$ cat src/rtl/lsu_pkg.sv
package lsu_pkg;
  localparam int XLEN   = 32;
  localparam int IMM_W  = 12;
  localparam int SH_W   = 5;
  localparam int LANES  = XLEN / 8;
  localparam int LSB_W  = $clog2(LANES);

  typedef enum logic [1:0] {
    SZ_BYTE = 2'd0,
    SZ_HALF = 2'd1,
    SZ_WORD = 2'd2
  } xfer_size_e;

  typedef enum logic [1:0] {
    AM_OFFSET = 2'd0,
    AM_PRE_UP = 2'd1,
    AM_POST   = 2'd2,
    AM_RSVD   = 2'd3
  } addr_mode_e;

  // offset operand: immediate zero-extended, or register shifted left
  function automatic logic [XLEN-1:0] pick_offset(
      input logic            use_imm,
      input logic [IMM_W-1:0] imm,
      input logic [XLEN-1:0] reg_val,
      input logic [SH_W-1:0] shamt);
    if (use_imm) return {{(XLEN-IMM_W){1'b0}}, imm};
    return reg_val << shamt;
  endfunction

  function automatic logic [XLEN-1:0] add_sub(
      input logic [XLEN-1:0] base,
      input logic [XLEN-1:0] off,
      input logic            up);
    return up ? (base + off) : (base - off);
  endfunction

  function automatic logic [LANES-1:0] lane_mask(
      input xfer_size_e      sz,
      input logic [LSB_W-1:0] lsb);
    logic [LANES-1:0] m;
    case (sz)
      SZ_BYTE: m = LANES'(1) << lsb;
      SZ_HALF: m = lsb[1] ? LANES'(4'b1100) : LANES'(4'b0011);
      default: m = '1;
    endcase
    return m;
  endfunction

  function automatic logic [XLEN-1:0] zext_lane(
      input xfer_size_e      sz,
      input logic [LSB_W-1:0] lsb,
      input logic [XLEN-1:0] word);
    logic [XLEN-1:0] r;
    case (sz)
      SZ_BYTE: r = {{(XLEN-8){1'b0}},  word[{lsb, 3'b000} +: 8]};
      SZ_HALF: r = {{(XLEN-16){1'b0}}, word[{lsb[1], 4'b0000} +: 16]};
      default: r = word;
    endcase
    return r;
  endfunction

  function automatic logic [XLEN-1:0] replicate_store(
      input xfer_size_e      sz,
      input logic [XLEN-1:0] src);
    logic [XLEN-1:0] r;
    case (sz)
      SZ_BYTE: r = {LANES{src[7:0]}};
      SZ_HALF: r = {(LANES/2){src[15:0]}};
      default: r = src;
    endcase
    return r;
  endfunction
endpackage

$ cat src/rtl/lsu_addr_calc.sv
module lsu_addr_calc
  import lsu_pkg::*;
(
  input  logic [XLEN-1:0]  base,
  input  logic [XLEN-1:0]  offreg,
  input  logic [IMM_W-1:0] imm,
  input  logic [SH_W-1:0]  shamt,
  input  logic             use_imm,
  input  logic             up,
  input  addr_mode_e       mode,
  output logic [XLEN-1:0]  acc_addr,
  output logic [XLEN-1:0]  new_base,
  output logic             upd_base
);
  logic [XLEN-1:0] off_val;
  logic [XLEN-1:0] indexed;

  assign off_val  = pick_offset(use_imm, imm, offreg, shamt);
  assign indexed  = add_sub(base, off_val, up);
  assign new_base = indexed;

  always_comb begin
    case (mode)
      AM_PRE_UP: begin acc_addr = indexed; upd_base = 1'b1; end
      AM_POST:   begin acc_addr = base;    upd_base = 1'b1; end
      default:   begin acc_addr = indexed; upd_base = 1'b0; end
    endcase
  end
endmodule

$ cat src/rtl/lsu_load_fmt.sv
module lsu_load_fmt
  import lsu_pkg::*;
(
  input  xfer_size_e       size,
  input  logic [LSB_W-1:0] lsb,
  input  logic [XLEN-1:0]  rword,
  output logic [XLEN-1:0]  result
);
  assign result = zext_lane(size, lsb, rword);
endmodule

$ cat src/rtl/lsu_req_ctrl.sv
module lsu_req_ctrl (
  input  logic clk,
  input  logic rst_n,
  input  logic offer,
  input  logic ack,
  output logic idle,
  output logic pending,
  output logic accept,
  output logic complete
);
  logic busy_q;

  assign idle     = ~busy_q;
  assign pending  = busy_q;
  assign accept   = offer & ~busy_q;
  assign complete = busy_q & ack;

  always_ff @(posedge clk) begin
    if (!rst_n)        busy_q <= 1'b0;
    else if (accept)   busy_q <= 1'b1;
    else if (complete) busy_q <= 1'b0;
  end


  hold_until_ack_chk: assert property (@(posedge clk) disable iff (!rst_n)
    (pending && !ack) |=> pending);

  no_accept_when_busy_chk: assert property (@(posedge clk) disable iff (!rst_n)
    pending |-> !accept);
endmodule

$ cat src/rtl/lsu_addr_unit.sv
module lsu_addr_unit
  import lsu_pkg::*;
(
  input  logic              clk,
  input  logic              rst_n,
  input  logic              op_valid,
  output logic              op_ready,
  input  logic              op_store,
  input  logic [1:0]        op_size,
  input  logic [1:0]        op_mode,
  input  logic              op_use_imm,
  input  logic              op_up,
  input  logic [XLEN-1:0]   op_base,
  input  logic [XLEN-1:0]   op_offreg,
  input  logic [IMM_W-1:0]  op_imm,
  input  logic [SH_W-1:0]   op_shamt,
  input  logic [XLEN-1:0]   op_wdata,
  output logic              mem_req,
  output logic              mem_we,
  output logic [XLEN-1:0]   mem_addr,
  output logic [LANES-1:0]  mem_be,
  output logic [XLEN-1:0]   mem_wdata,
  input  logic              mem_ack,
  input  logic [XLEN-1:0]   mem_rdata,
  output logic              done,
  output logic              wb_en,
  output logic [XLEN-1:0]   wb_value,
  output logic [XLEN-1:0]   ld_data
);
  // named internal events
  logic accept, complete, idle, pending;
  logic [XLEN-1:0] calc_addr, calc_base;
  logic            calc_upd;
  logic [XLEN-1:0] fmt_data;

  // captured operation
  logic [XLEN-1:0]  addr_q, newbase_q, wdata_q;
  logic [LANES-1:0] be_q;
  logic             upd_q, store_q;
  xfer_size_e       size_q;

  // completion outputs
  logic             done_q, wben_q;
  logic [XLEN-1:0]  wbv_q, ld_q;

  lsu_addr_calc u_calc (
    .base     (op_base),
    .offreg   (op_offreg),
    .imm      (op_imm),
    .shamt    (op_shamt),
    .use_imm  (op_use_imm),
    .up       (op_up),
    .mode     (addr_mode_e'(op_mode)),
    .acc_addr (calc_addr),
    .new_base (calc_base),
    .upd_base (calc_upd)
  );

  lsu_req_ctrl u_ctrl (
    .clk      (clk),
    .rst_n    (rst_n),
    .offer    (op_valid),
    .ack      (mem_ack),
    .idle     (idle),
    .pending  (pending),
    .accept   (accept),
    .complete (complete)
  );

  lsu_load_fmt u_fmt (
    .size   (size_q),
    .lsb    (addr_q[LSB_W-1:0]),
    .rword  (mem_rdata),
    .result (fmt_data)
  );

  always_ff @(posedge clk) begin
    if (!rst_n) begin
      addr_q    <= '0;
      newbase_q <= '0;
      wdata_q   <= '0;
      be_q      <= '0;
      upd_q     <= 1'b0;
      store_q   <= 1'b0;
      size_q    <= SZ_WORD;
    end else if (accept) begin
      addr_q    <= calc_addr;
      newbase_q <= calc_base;
      wdata_q   <= replicate_store(xfer_size_e'(op_size), op_wdata);
      be_q      <= lane_mask(xfer_size_e'(op_size), calc_addr[LSB_W-1:0]);
      upd_q     <= calc_upd;
      store_q   <= op_store;
      size_q    <= xfer_size_e'(op_size);
    end
  end

  always_ff @(posedge clk) begin
    if (!rst_n) begin
      done_q <= 1'b0;
      wben_q <= 1'b0;
      wbv_q  <= '0;
      ld_q   <= '0;
    end else begin
      done_q <= complete;
      wben_q <= complete & upd_q;
      if (complete) begin
        wbv_q <= newbase_q;
        if (!store_q) ld_q <= fmt_data;
      end
    end
  end

  assign op_ready  = idle;
  assign mem_req   = pending;
  assign mem_we    = store_q;
  assign mem_addr  = addr_q;
  assign mem_be    = be_q;
  assign mem_wdata = wdata_q;
  assign done      = done_q;
  assign wb_en     = wben_q;
  assign wb_value  = wbv_q;
  assign ld_data   = ld_q;


  req_payload_stable_chk: assert property (@(posedge clk) disable iff (!rst_n)
    (mem_req && !mem_ack) |=> ($stable(mem_addr) && $stable(mem_be) && $stable(mem_wdata)));

  ready_low_busy_chk: assert property (@(posedge clk) disable iff (!rst_n)
    mem_req |-> !op_ready);

  wb_single_pulse_chk: assert property (@(posedge clk) disable iff (!rst_n)
    wb_en |=> !wb_en);

  wb_with_done_chk: assert property (@(posedge clk) disable iff (!rst_n)
    wb_en |-> done);

  done_after_ack_chk: assert property (@(posedge clk) disable iff (!rst_n)
    (mem_req && mem_ack) |=> done);

  byte_lane_one_chk: assert property (@(posedge clk) disable iff (!rst_n)
    (mem_req && size_q == SZ_BYTE) |-> $countones(mem_be) == 1);
endmodule

$ cat config.mk
export PLATFORM = sky130hd
export DESIGN_NAME = lsu_addr_unit
export DESIGN_NICKNAME = d
export VERILOG_FILES = /design/src/rtl/lsu_pkg.sv /design/src/rtl/lsu_addr_calc.sv /design/src/rtl/lsu_load_fmt.sv /design/src/rtl/lsu_req_ctrl.sv /design/src/rtl/lsu_addr_unit.sv
export SDC_FILE = /design/constraint.sdc
export NUM_CORES = 1
export LEC_CHECK = 0
export ABC_AREA = 1
export ABC_CLOCK_PERIOD_IN_PS = 4000
export CAP_MARGIN = 20
export CORE_ASPECT_RATIO = 1.2
export CORE_MARGIN = 2
export CORE_UTILIZATION = 50
export CTS_BUF_LIST = sky130_fd_sc_hd__clkbuf_16
export CTS_CLUSTER_SIZE = 8
export DETAILED_ROUTE_END_ITERATION = 8
export GPL_ROUTABILITY_DRIVEN = 1
export PLACE_DENSITY = 0.81
export SKIP_CTS_REPAIR_TIMING = 1
export SYNTH_ARGS = -nofsm -noshare
export SYNTH_HDL_FRONTEND = slang
export SYNTH_HIERARCHICAL = 1
export SYNTH_SLANG_ARGS = --single-unit
$ cat constraint.sdc
create_clock -name clk -period 4 [get_ports clk]
set_input_delay 0.6 -clock clk [delete_from_list [all_inputs] [get_ports clk]]
set_output_delay 0.6 -clock clk [all_outputs]
set_load 0.005 [all_outputs]
# Word level (Yosys, flattened, before mapping)
# Cells that the tools add are included.
# op_classes
n_addsub,2
eq_ne,4
shift,4
mux,12
bitwise_logic,5
n_reduce_logical,5
# op_table
operator,count
$mux W32,4
$pmux W32 S2,2
$add A32 B32 Y32,1
$shiftx A32 B6 Y16,1
$shiftx A32 B6 Y8,1
$shl A32 B5 Y32,1
$sub A32 B32 Y32,1
$pmux W4 S2,1
$eq A2 B1 Y1 const B,3
$logic_not A2 Y1,2
$mux W1,4
$mux W4,1
$shl A1 B2 Y4 const A,1
$and A1 B1 Y1,3
$eq A2 B2 Y1 const B,1
$not A1 Y1,2
$reduce_and A2 Y1,1
$reduce_bool A2 Y1,1
$reduce_or A2 Y1,1
# word_totals
ff_bits,171
out_inout_bits,137

# Depth between registers and ports, before layout
# depth
word_depth,7
ltp_mapped,31
mapped_depth_nobuf,31

# Modules after synthesis
# The synthesis kept the hierarchy.
# by_module_without_submodules
mod,n_inst,cells_each,area_each_um2,seq_area_each_um2
lsu_addr_unit,1,822,6187.2,3403.3
lsu_addr_calc,1,911,4694.5,0.0
lsu_load_fmt,1,144,630.6,0.0
lsu_req_ctrl,1,9,50.0,20.0

# Worst setup path after synthesis
# No wires, ideal clock.
# synth_path
path_type,input to register
start,input port op_shamt[2]
end,register newbase_q[24]
arrival_time_ps,3630
t_required_ps,3884
slack_ps,254
stages,26
n_path_buf,2
path_cell_list,inv_2 buf_2 buf_2 nand4_1 nand2_1 nor2_1 nand3_1 o21ai_0 xor2_1 inv_1 ha_1 nand2_1 inv_1 nand4_1 and3_1 o21ai_0 a21boi_0 inv_1 nand2_1 nand2_1 nand2_1 o21ai_0 nand2_1 and2_1 nor2_1 nor2_1
# synth_between
elab_chain_len,4
# synth_rtl
element,line_no,rtl
from (decl),lsu_addr_unit.sv:16,"input logic [SH_W-1:0] op_shamt,"
$shl A32 B5 Y32 (*),lsu_pkg.sv:28,return reg_val << shamt;
$mux W32 (*),lsu_pkg.sv:28,
$sub A32 B32 Y32 or $add A32 B32 Y32 (tied branches),lsu_pkg.sv:35,return up ? (base + off) : (base - off);
$mux W32 (*),lsu_pkg.sv:35,
named net calc_base[24],lsu_addr_unit.sv:32,"logic [XLEN-1:0] calc_addr, calc_base;"
to (signal assigned),lsu_addr_unit.sv:88,newbase_q <= calc_base;
to (decl),lsu_addr_unit.sv:37,"logic [XLEN-1:0] addr_q, newbase_q, wdata_q;"
# Mark *: on every way through the listed nets, which the timed path passes. The rest lies on a longest branch.
# A chain may end at the register's enable or synchronous reset.

# Worst setup path after layout
# layout_path
start,input port op_shamt[0]
end,"register addr_q[28], in the netlist mem_addr[28]"
# layout_between
elab_chain_len,5
# layout_rtl
element,line_no,rtl
$shl A32 B5 Y32 (*),lsu_pkg.sv:28,
$mux W32 (*),lsu_pkg.sv:28,
$sub A32 B32 Y32 or $add A32 B32 Y32 (tied branches),lsu_pkg.sv:35,
$mux W32 (*),lsu_pkg.sv:35,
named net calc_base[28],lsu_addr_unit.sv:32,
$mux W32 (*),lsu_addr_calc.sv:23,case (mode)
named net calc_addr[28],lsu_addr_unit.sv:32,
to (signal assigned),lsu_addr_unit.sv:87,addr_q <= calc_addr;
to (decl),lsu_addr_unit.sv:37,
# Marks and branches as above.

==> results.yml <==
logic_synthesis:
  synth_enable_flop_cells: 0
  synth_top_family_by_area: "simple AND/OR/NAND/NOR gates"
  yosysSeqAreaShare_pct: 29.6
  synth_xor_area_share_pct: 4.00
  yosysWarningCount: 6
  syn_inst: 1886
  async_flop_share_pct: 0
  synthMuxAreaShare_pct: 0
  avgSynthCellArea_sq_um: 6.13
  yosys_register_bits: 171
  synth_compound_area_share_pct: 12.6
  netlist_top_cells_area: "dfxtp_1, nand2_1, nand3_1"
  synthesis.nets: 2078
  netlist_area_sq_um: 11600
  synthAdderAreaFrac_pct: 3.96
  yosys.area.top_type: "dfxtp_1"
  synth_ff_type: "dfxtp_1"
  yosysTopAreaCellShare_pct: 29.6
  yosysUniqueCellTypes: 47
  synthSimpleGateAreaFrac_pct: 41.7
drt:
  drc: 0
  via_per_inst: 5.38
  drt_first_pass_iters: 9
  postRouteWirelength_um: 41100
  drt_iter0_drc: 939
  vias: 14180
  routedWlPerCell_um: 15.6
  antenna_left: 0
worst_setup_path:
  cpPeakStageDelay_ns: 0.35
  endpoint_kind: "register"
  crit_required_ns: 4.32
  slowest_stage: "ha_1"
  reg2reg_depth: 7
  r2r_slack_ns: 1.73
  crit_type: "in -> reg"
  path_max_fanout: 5
  rr_endpoint: "ld_data[1]$_SDFFE_PN0P_"
  crit_top_cell: "nand2_1"
  cp.arrival_ns: 4.21
  r2r_start: "u_ctrl/pending$_SDFFE_PN0P_"
  cp-start-kind: "primary input"
clock_network:
  cts-buffers-inserted: 17
  numClockSinks: 171
  htreeDepth: 4
  clkTransAtPathRegs_ns: 0.07
  clk_path_buf_depth: 2
  cts_tree: "done"
  clkLatencyLatePin_ns: 0.44
  root_buffer: "clkbuf_16"
placed_design:
  globalplace.congestion: 0.982
  hpwlAfterDp_um: 30400
  placed_cells: 2598
  portBuffers: 292
floorplan:
  fp.dieW_um: 143
  ios: 293
  fp-row-count: 60
  die_y_um: 171
  die-area_sq_um: 24400
  coreArea_sq_um: 22600
  initial_core_util_pct: 51.2
finish:
  antennaDiodeCount: 0
  syn_to_final_growth_pct: 50.0
  stdcell_count: 2637
  nNetsFinal: 2508
  final_util_pct: 76.7
  drive_gt1_share_pct: 20.7
status:
  status: "complete, no violations"
timing:
  max_freq_mhz: 257
  setup_viol: 0
  maxSlewViolCount: 0
  slew_headroom_pct: 41.2
  tns_ns: 0
  fin_crit_ns: 3.89
  finalHoldViolations: 0
  worstMarginPinSlew_ns: 0.881
  finClkSkew_ns: 0.0152
  min_period_over_period_pct: 97.3
worst_hold_path:
  holdPathStages: 2
  worstHoldEndpoint: "wb_en$_SDFF_PN0_"
  hold_path_class: "reg -> reg"
  min_from: "upd_q$_SDFFE_PN0P_"
global_routing:
  antenna_found_initial: 0
  gr-total-overflow: 0
  grt_pass1_wl_um: 63000
  grt_pass1_vias: 12922
  grt_max_degree: 85
  grtUsageTotal_pct: 31.8
pwr:
  power_density_nw_per_um2: 341
  p_leak_nw: 8.33
  p_total_mw: 5.90
  ir_worst_vdd_mv: 0.299
flow_run:
  cap_violations: 0
[worst max-delay path: cells and delay by family]
kind / cells / cell delay [ns]
and+or+nand+nor: 17 / 1.78
AOI/OAI and AO/OA: 4 / 0.69
buffers and inverters: 5 / 0.58
adders and majority gates: 1 / 0.35
xor gates and xnor gates: 2 / 0.23
[area by class of cell]
class / count / area [sq um]
Multi-Input combinational cell: 1506 / 7900
Timing Repair Buffer: 513 / 4690
Clock buffer: 17 / 425
Fill cell: 1804 / 5260
Tap cell: 310 / 388
Clock inverter: 13 / 109
Sequential cell: 171 / 3420
Inverter: 107 / 404
[logic make-up after synthesis]
| kind of cell | count (synthesis) |
|---|---|
| adders and majority gates | 36 |
| and+or+nand+nor | 1146 |
| xor gates and xnor gates | 52 |
| DFF | 171 |
| buffers and inverters | 209 |
| AOI/OAI and AO/OA | 272 |
[synthesized netlist by cell type (2+ instances only)]
| cell | number |
|---|---|
| nor2_4 | 5 |
| a21oi_1 | 67 |
| o31ai_1 | 3 |
| buf_1 | 10 |
| buf_4 | 10 |
| nor2_2 | 9 |
| buf_2 | 42 |
| clkbuf_1 | 33 |
| a21o_1 | 6 |
| nor3_1 | 6 |
| inv_2 | 27 |
| nand2_2 | 19 |
| xnor2_1 | 15 |
| o21a_1 | 3 |
| a21boi_0 | 2 |
| o21ai_0 | 147 |
| nand2_1 | 486 |
| nand3b_1 | 4 |
| nand3_2 | 2 |
| xor2_1 | 36 |
| nor2_1 | 334 |
| nand4_1 | 15 |
| and2_1 | 5 |
| a211oi_1 | 2 |
| o21ai_1 | 22 |
| o21ai_2 | 3 |
| ha_1 | 35 |
| nand3_1 | 257 |
| a31oi_1 | 10 |
| dfxtp_1 | 171 |
| buf_6 | 6 |
| inv_1 | 79 |
[per-layer routing]
metal  up-vias  global-route usage [%]  wire length, um
met2       617                    55.4            20200
met5         -                       0                0
li1       7013                       -                -
met1      6443                    39.8            16700
met4         0                    12.8             1590
met3       107                    4.03             2620
[stage by stage]
step	hold WS [ns]	setup WS, ns	area, sq um
after floorplan	0.416	0.254	11600
after global routing	0.488	-0.102	17300
after detailed placement	0.440	-0.744	16000
after CTS	0.449	-0.307	16500
after global placement	0.425	-0.735	16000
final	0.451	0.108	17300
[state kept, by name, summed over array words and instances, names as in the netlist]
| name | cells |
|---|---|
| wb_en | 1 |
| mem_addr | 32 |
| ld_data | 32 |
| newbase_q | 32 |
| size_q | 2 |
| mem_wdata | 32 |
| mem_be | 4 |
| wb_value | 32 |
| mem_we | 1 |
| done | 1 |
| u_ctrl/pending | 1 |
| upd_q | 1 |
[layout by cell type (no fill, tap or decap), drive strengths merged, types with 2 or more instances in the layout]
cell / count
nor3: 6
nand2: 505
nor2: 348
xor2: 37
clkdlybuf4s50: 271
clkinv: 4
clkinvlp: 2
buf: 222
a21boi: 2
dfxtp: 171
a211oi: 2
nand4: 15
nand3: 259
a21o: 6
xnor2: 15
o31ai: 4
a21oi: 67
and2: 5
nand3b: 4
o21a: 3
clkbuf: 18
a31oi: 10
dlymetal6s2s: 19
ha: 35
inv: 114
o21ai: 172
[how the worst max path moves through the flow]
stage / endpoint / startpoint / cells past startpoint / slack (ns)
6_report: mem_addr[28]$_SDFFE_PN0P_ / op_shamt[0] / 29 / 0.11
5_1_grt: mem_addr[20]$_SDFFE_PN0P_ / op_shamt[1] / 29 / -0.10
4_1_cts: mem_addr[24]$_SDFFE_PN0P_ / op_shamt[0] / 30 / -0.31
3_5_place_dp: mem_addr[24]$_SDFFE_PN0P_ / op_shamt[0] / 30 / -0.74
3_3_place_gp: newbase_q[31]$_SDFFE_PN0P_ / op_shamt[0] / 27 / -0.73
2_1_floorplan: newbase_q[24]$_SDFFE_PN0P_ / op_shamt[2] / 26 / 0.25
[report_power, final]
group	switching [mW]	internal (mW)	leakage (nW)
Clock	0.773	0.807	0.261
Sequential	0.0858	1.85	1.41
Combinational	1.25	1.14	6.66
Total	2.11	3.80	8.33
(Power assumes the default switching activity.)
